**config.mk**
```make
export PLATFORM = sky130hd
export DESIGN_NAME = xfer_count_unit
export DESIGN_NICKNAME = d
export VERILOG_FILES = /design/src/rtl/xfer_count_pkg.sv /design/src/rtl/xcu_unit_counter.sv /design/src/rtl/xcu_block_counter.sv /design/src/rtl/xfer_count_unit.sv
export SDC_FILE = /design/constraint.sdc
export NUM_CORES = 1
export LEC_CHECK = 0
export BUFFER_PORTS_ARGS = -buffer_cell sky130_fd_sc_hd__buf_4
export CORE_MARGIN = 2
export CORE_UTILIZATION = 40
export CTS_CLUSTER_DIAMETER = 150
export DETAILED_ROUTE_END_ITERATION = 7
export HOLD_SLACK_MARGIN = 0.06
export MAX_ROUTING_LAYER = met4
export PLACE_DENSITY_LB_ADDON = 0.1
export SYNTH_ARGS = -nofsm -noshare
export SYNTH_HDL_FRONTEND = slang
export SYNTH_HIERARCHICAL = 1
export SYNTH_SLANG_ARGS = --single-unit
```
**constraint.sdc**
```tcl
create_clock -name clk -period 5.4 [get_ports clk]
set_input_delay 1.62 -clock clk [delete_from_list [all_inputs] [get_ports clk]]
set_output_delay 1.62 -clock clk [all_outputs]
set_load 0.03 [all_outputs]
```
**src/rtl/xfer_count_pkg.sv**
```systemverilog
package xfer_count_pkg;
  typedef enum logic [1:0] {
    XCU_NORMAL     = 2'b00,
    XCU_REPEAT     = 2'b01,
    XCU_BLOCK      = 2'b10,
    XCU_NORMAL_ALT = 2'b11
  } xcu_mode_e;
endpackage

```
**src/rtl/xcu_unit_counter.sv**
```systemverilog
module xcu_unit_counter #(
  parameter int CNT_W = 16
) (
  input  logic             clk,
  input  logic             rst,
  input  logic             wr,
  input  logic [CNT_W-1:0] wdata,
  input  logic             step,
  input  logic             split,
  output logic [CNT_W-1:0] cnt_q,
  output logic             wrap,
  output logic             full_end
);
  localparam int HALF_W = CNT_W / 2;

  logic [HALF_W-1:0] hi;
  logic [HALF_W-1:0] lo;
  logic              adv;

  assign hi  = cnt_q[CNT_W-1:HALF_W];
  assign lo  = cnt_q[HALF_W-1:0];
  assign adv = step & ~wr;

  // a lower byte at one reloads instead of reaching zero
  assign wrap     = adv & split & (lo == HALF_W'(1));
  assign full_end = adv & ~split & (cnt_q == CNT_W'(1));

  always_ff @(posedge clk) begin
    if (rst) begin
      cnt_q <= '0;
    end else if (wr) begin
      cnt_q <= wdata;
    end else if (adv) begin
      if (split) begin
        cnt_q <= {hi, (lo == HALF_W'(1)) ? hi : lo - HALF_W'(1)};
      end else begin
        cnt_q <= cnt_q - CNT_W'(1);
      end
    end
  end

  assert_reload_R5: assert property (@(posedge clk) disable iff (rst)
    (adv && split && lo == HALF_W'(1)) |=> (cnt_q[HALF_W-1:0] == $past(hi)));

  assert_upper_hold_R5: assert property (@(posedge clk) disable iff (rst)
    (adv && split) |=> (cnt_q[CNT_W-1:HALF_W] == $past(hi)));

  assert_full_step_R3: assert property (@(posedge clk) disable iff (rst)
    (adv && !split) |=> (cnt_q == $past(cnt_q) - CNT_W'(1)));

  assert_write_wins_R10: assert property (@(posedge clk) disable iff (rst)
    wr |=> (cnt_q == $past(wdata)));
endmodule

```
**src/rtl/xcu_block_counter.sv**
```systemverilog
module xcu_block_counter #(
  parameter int BLK_W = 16
) (
  input  logic             clk,
  input  logic             rst,
  input  logic             wr,
  input  logic [BLK_W-1:0] wdata,
  input  logic             step,
  output logic [BLK_W-1:0] blk_q,
  output logic             last
);
  logic adv;
  assign adv  = step & ~wr;
  assign last = adv & (blk_q == BLK_W'(1));

  always_ff @(posedge clk) begin
    if (rst) begin
      blk_q <= '0;
    end else if (wr) begin
      blk_q <= wdata;
    end else if (adv) begin
      blk_q <= blk_q - BLK_W'(1);
    end
  end

  assert_blk_step_R8: assert property (@(posedge clk) disable iff (rst)
    adv |=> (blk_q == $past(blk_q) - BLK_W'(1)));

  assert_blk_write_R10: assert property (@(posedge clk) disable iff (rst)
    wr |=> (blk_q == $past(wdata)));
endmodule

```
**src/rtl/xfer_count_unit.sv**
```systemverilog
module xfer_count_unit
  import xfer_count_pkg::*;
#(
  parameter int CNT_W = 16,
  parameter int BLK_W = 16
) (
  input  logic             clk,
  input  logic             rst,
  input  logic             start,
  input  logic [1:0]       mode,
  input  logic             cnt_wr,
  input  logic [CNT_W-1:0] cnt_wdata,
  input  logic             blk_wr,
  input  logic [BLK_W-1:0] blk_wdata,
  input  logic             xfer,
  output logic [CNT_W-1:0] cnt_q,
  output logic [BLK_W-1:0] blk_q,
  output logic             blk_boundary,
  output logic             rpt_wrap,
  output logic             xfer_end
);
  xcu_mode_e md;
  logic      armed_q;
  logic      is_split;
  logic      unit_step;
  logic      wrap;
  logic      full_end;
  logic      blk_step;
  logic      blk_last;
  logic      done;

  assign md        = xcu_mode_e'(mode);
  assign is_split  = (md == XCU_REPEAT) || (md == XCU_BLOCK);
  assign unit_step = xfer & armed_q;
  assign blk_step  = wrap & (md == XCU_BLOCK);
  assign done      = full_end | blk_last;

  xcu_unit_counter #(.CNT_W(CNT_W)) u_unit (
    .clk      (clk),
    .rst      (rst),
    .wr       (cnt_wr),
    .wdata    (cnt_wdata),
    .step     (unit_step),
    .split    (is_split),
    .cnt_q    (cnt_q),
    .wrap     (wrap),
    .full_end (full_end)
  );

  xcu_block_counter #(.BLK_W(BLK_W)) u_blk (
    .clk   (clk),
    .rst   (rst),
    .wr    (blk_wr),
    .wdata (blk_wdata),
    .step  (blk_step),
    .blk_q (blk_q),
    .last  (blk_last)
  );

  always_ff @(posedge clk) begin
    if (rst) begin
      armed_q      <= 1'b0;
      rpt_wrap     <= 1'b0;
      blk_boundary <= 1'b0;
      xfer_end     <= 1'b0;
    end else begin
      armed_q      <= start | (armed_q & ~done);
      rpt_wrap     <= wrap & (md == XCU_REPEAT);
      blk_boundary <= blk_step;
      xfer_end     <= done;
    end
  end

  assert_quiet_unarmed_R2: assert property (@(posedge clk) disable iff (rst)
    !armed_q |=> (!xfer_end && !rpt_wrap && !blk_boundary));

  assert_repeat_no_end_R7: assert property (@(posedge clk) disable iff (rst)
    (md == XCU_REPEAT) |=> !xfer_end);

  assert_disarm_R9: assert property (@(posedge clk) disable iff (rst)
    (done && !start) |=> !armed_q);

  assert_excl_strobes_R7: assert property (@(posedge clk) disable iff (rst)
    $onehot0({rpt_wrap, blk_boundary}));
endmodule

```
# Word level (Yosys, flattened, before mapping)
# Index checks and enable logic that the tools add are counted.
[totals]
reg_bits = 36
input_bits = 40
output_inout_bits = 35
[op_classes]
n_addsub = 3
eq_ne = 6
muxes = 6
bitwise = 17
n_reduce_logical = 4
[ops]
columns = ["op", "n"]
rows = [
  ["$mux 16", 5],
  ["$eq 16x1->1 const B", 2],
  ["$sub 16x1->16 const B", 2],
  ["$and 1x1->1", 11],
  ["$eq 8x1->1 const B", 1],
  ["$mux 8", 1],
  ["$sub 8x1->8 const B", 1],
  ["$not 1->1", 4],
  ["$reduce_bool 2->1", 2],
  ["$eq 2x1->1 const B", 1],
  ["$eq 2x2->1 const B", 1],
  ["$ne 2x2->1 const B", 1],
  ["$or 1x1->1", 2],
  ["$reduce_and 2->1", 1],
  ["$logic_or 1x1->1", 1],
]

# Depth between registers and ports, before layout
[depth]
word_depth = 11
ltp_mapped = 13
mapped_depth_nobuf = 11

# Hierarchy
# Netlist, hierarchy kept.
[modules_own_cells]
columns = ["module", "n_inst", "cells_each", "area_per_inst_um2", "seq_area_each_um2"]
rows = [
  ["xcu_unit_counter", 1, 136, 1157.4, 320.3],
  ["xcu_block_counter", 1, 112, 912.1, 320.3],
  ["xfer_count_unit", 1, 19, 167.7, 80.1],
]

# Worst setup path before layout
# Ideal clock, no wire load.
[synth_path]
path_kind = "input to register"
from = "in mode[0]"
to = "reg armed_q"
setup_time_ns = 0.116
arrival_time_ns = 3.926
slack_ns = 1.358
path_stages = 13
n_path_buf = 2
cell_sequence = "inv_1 ha_1 inv_1 nand4_2 buf_6 nor2_1 and2_1 clkbuf_1 nand2b_1 or4b_2 nor4_1 or3b_1 a21oi_1"
[synth_between]
elab_chain_len = 11
[synth_rtl]
columns = ["item", "line_no", "source"]
rows = [
  ["start: declaration", "xfer_count_unit.sv:10", "input logic [1:0] mode,"],
  ["$eq 2x1->1 / $eq 2x2->1 (equally long branches)", "xfer_count_unit.sv:33", "assign is_split = (md == XCU_REPEAT) || (md == XCU_BLOCK);"],
  ["$logic_or 1x1->1 *", "xfer_count_unit.sv:33", ""],
  ["net is_split", "xfer_count_unit.sv:24", "logic is_split;"],
  ["$and 1x1->1 * (2 in a row)", "xcu_unit_counter.sv:25", "assign wrap = adv & split & (lo == HALF_W'(1));"],
  ["net wrap", "xfer_count_unit.sv:26", "logic wrap;"],
  ["$and 1x1->1 *", "xfer_count_unit.sv:35", "assign blk_step = wrap & (md == XCU_BLOCK);"],
  ["net blk_step", "xfer_count_unit.sv:28", "logic blk_step;"],
  ["$and 1x1->1 *", "xcu_block_counter.sv:13", "assign adv = step & ~wr;"],
  ["$and 1x1->1 *", "xcu_block_counter.sv:14", "assign last = adv & (blk_q == BLK_W'(1));"],
  ["net blk_last", "xfer_count_unit.sv:29", "logic blk_last;"],
  ["$or 1x1->1 *", "xfer_count_unit.sv:36", "assign done = full_end | blk_last;"],
  ["$not 1->1 *", "xfer_count_unit.sv:67", "armed_q <= start | (armed_q & ~done);"],
  ["$and 1x1->1 *", "xfer_count_unit.sv:67", ""],
  ["$or 1x1->1 *", "xfer_count_unit.sv:67", ""],
  ["end signal: assignment", "xfer_count_unit.sv:67", ""],
  ["end: declaration", "xfer_count_unit.sv:23", "logic armed_q;"],
]
# Mark *: on every way through the listed nets, which the timed path passes. The rest lies on a longest branch.
# A chain may end at the register's enable or synchronous reset.

# Final worst setup path
# Same ends and word-level chain as after synthesis.

==> impl_results.md <==
- Overall die width: 78.8 um
- Xor/xnor share of the synthesized area: 0.0705
- M3 GR Usage: 0.0455
- Post-synthesis mux area share: 0.0134
- Crit-path max cell delay: 640 ps
- Pwr Density: 254 nW/um2
- Post-DP HPWL: 4.29 mm
- Synth top cells by count: dfxtp_1, nor2_1, a21oi_1
- Synth cell types: 50
- Via density: 5.58
- Clock share of power: 0.327
- Final hold vios: 0
- Simple-gate area share of the yosys netlist: 0.294
- Die footprint: 6210 um2
- Initial antenna violation count: 0
- CTS tree: built
- Sequential Power Share: 0.419
- RR Endpoint: armed_q
- Ys flop type: dfxtp_1
- Post-synthesis adder-cell area fraction: 0.0336
- First-pass detailed-route iteration total: 4
- Comb pwr share: 0.254
- Grt met2 use: 0.348
- Worst R2R Setup Slack: 1940 ps
- Critical path's most frequent cell: inv_1
- P_leak: 1.20 nW
- Die H: 78.8 um
- EDFF count, synth: 0
- CP max stage cell: or4b_2
- Vias: 2,256
- Final min period: 4230 ps
- Antenna-violating nets left: 0
- Crit path capture type: flip-flop
- Clock Latency Late Sink: 290 ps
- Dpl cells: 396
- Switch Pwr: 0.234 mW
- Fraction of registers with async set/reset: 0
- Fin area: 2900 um2
- Final setup margin: 1170 ps
- Arr. time, crit path: 4390 ps
- Share of post-route cells with drive strength above 1: 0.280
- Slew Limit Fails: 0
- Seq/Total Area, Yosys: 0.322
- CTS Buffer Depth: 2
- Clock Sinks: 36
- H-tree Lvls: 2
- CP max FO: 13
- Switching Share: 0.317
- Global-route wire length before repair: 9.67 mm
- RSZ-0062 raised after global routing: no
- IO Pins: 75
- Clock buffer count from CTS: 5
- Port Buf Inserts: 74
- Final wirelength: 5.96 mm
- Largest family of logic cells by synthesized area: simple AND/OR/NAND/NOR gates
- Hold Buf Count CTS: 0
- Count leader, synth: dfxtp_1
- Largest net degree at the start of global routing: 42
- Diodes inserted: 0
- Critical path class: in -> reg
- Gpl congestion: 0.882
- Clock transition at path regs: 80 ps
- Mapped cell area: 2240 um2
- Placed inst area: 2790 um2
- VDD IR max: 0.135 mV
- GRT Total Usage: 0.202
- DR iter-0 viols: 101
- Hold Path Class: reg -> reg
- Slew headroom: 0.599
- Number of setup violations in the final report: 0
- # rows: 27
- Clock skew: 5.80 ps
- Critical Path RT: 5560 ps
- Area contributors post-synth: dfxtp_1, a21oi_1, xnor2_1, nor2_1, ha_1
- DR DRC count: 0
- Cell Chain, Critical Path: buf_4, inv_1, ha_1, inv_1, nand4_2, nor2_1, and2_1, nand2b_1, or4b_2, nor4_1, or3b_1, a21oi_1
- Post-route insts no fill: 404
- Met1 Usage GRT: 0.228
- Crit path to: armed_q
- CORE AREA: 5440 um2
- Syn Inst Count: 267
- Post-synthesis compound-gate area fraction: 0.201
- R2R Path Start: u_unit/cnt_q[7]
- R2R cell count: 9
- Area leader, netlist: dfxtp_1
- Status: finished, final reports clean
- Fmax: 0.236 GHz
- Starting density of the core: 0.411
- Yosys Warn Count: 6
- Internal: 0.504 mW
- Final nets: 377
- # Max-Cap Violations: 0
- Post CTS Setup Buffer Count: 0
- Synthesized Nets: 313
- GRT overflow: 0
- Crit. Startpoint: mode[0]
- Yosys top cell area share: 0.322
- Yosys reg bits: 36
- Setup TNS Final: 0 ps
- Startpoint types: input pin
- Area grow syn2layout: 29.8%
- Worst Max-Slew Pin Slew: 597 ps
- Syn avg cell area: 8.38 um2
- Period Utilization, post-route: 0.784
- Resize count post-CTS: 0
- CTS Root Cell: clkbuf_8
- DP Worst Slack: 975 ps
- Vias in the first global route: 2,067
- Drt wl/cell: 14.8 um
- Grt peak-use layer: met2
==> power by group through the flow <==
stage / combinational, mW / sequential (mW) / clock (mW)
after floorplan: 0.0979 / 0.340 / 0
after detailed placement: 0.187 / 0.315 / 0
after global placement: 0.186 / 0.316 / 0
after global routing: 0.204 / 0.313 / 0.261
final: 0.187 / 0.309 / 0.241
after CTS: 0.188 / 0.309 / 0.247
==> through the flow <==
stage	hold slack [ps]	util	power [mW]
after CTS	519	0.534	0.744
after detailed placement	501	0.513	0.502
after global routing	539	0.534	0.778
after floorplan	520	-	0.438
final	520	0.534	0.738
after global placement	496	0.513	0.502
==> placed cells by master (no fill, tap or decap), types with 3 or more instances in the layout <==
cell	instances
buf_4	74
dfxtp_1	36
nor2_1	22
a21oi_1	19
inv_1	15
o22ai_1	12
xnor2_1	10
nand2_1	9
nor3_1	9
a211oi_1	8
xor2_1	8
nor2b_1	7
o21ai_0	7
nor3b_1	7
ha_1	6
or4_1	6
nor4_1	6
a22oi_1	6
clkbuf_8	5
o21a_1	5
nand4_1	4
nand2b_1	3
nand3b_1	3
or3_1	3
nor4_4	3
mux2i_1	3
nand4b_1	3
==> sequential cells by signal (all words and copies together) (netlist names) <==
register,flops
u_blk/blk_q,16
u_unit/cnt_q,16
armed_q,1
blk_boundary,1
rpt_wrap,1
xfer_end,1
==> worst max-delay path, delay by kind of cell <==
| family | cells | cell delay (ps) |
|---|---|---|
| compound gates | 1 | 60 |
| fa+ha+maj | 1 | 280 |
| buf+inv | 3 | 250 |
| simple gates | 7 | 2170 |
==> worst min path at each step <==
stage,end,from,cells past startpoint
global route,u_blk/blk_q[10],u_blk/blk_q[10],2
detailed placement,u_blk/blk_q[10],u_blk/blk_q[10],2
floorplan,armed_q,armed_q,2
finish,u_blk/blk_q[10],u_blk/blk_q[10],2
CTS,u_blk/blk_q[10],u_blk/blk_q[10],2
global placement,u_blk/blk_q[10],u_blk/blk_q[10],2
==> per-layer routing <==
layer	vias to the layer above	part of all wire
met4	0	0.016
met2	74	0.51
li1	1110	-
met3	11	0.061
met1	1061	0.42
met5	-	0
==> final cells by class <==
| type | count | area (um2) |
|---|---|---|
| timing repair buffer | 74 | 556 |
| multi-input combinational | 199 | 1370 |
| tap | 72 | 90.1 |
| clock buffer | 5 | 68.8 |
| sequential | 36 | 721 |
| fill | 544 | 2530 |
| clock inverter | 3 | 42.5 |
| inverter | 15 | 56.3 |
==> kinds of logic (layout without fill, tap and decap cells) <==
family | after synthesis | count (layout)
buffers and inverters | 32 | 97
multiplexers | 3 | 3
adder cells (fa/ha/maj) | 6 | 6
AO/OA/AOI/OAI | 69 | 69
XOR/XNOR | 18 | 18
AND/OR/NAND/NOR | 103 | 103
flip-flops | 36 | 36
Power figures use the tool's default switching activity.
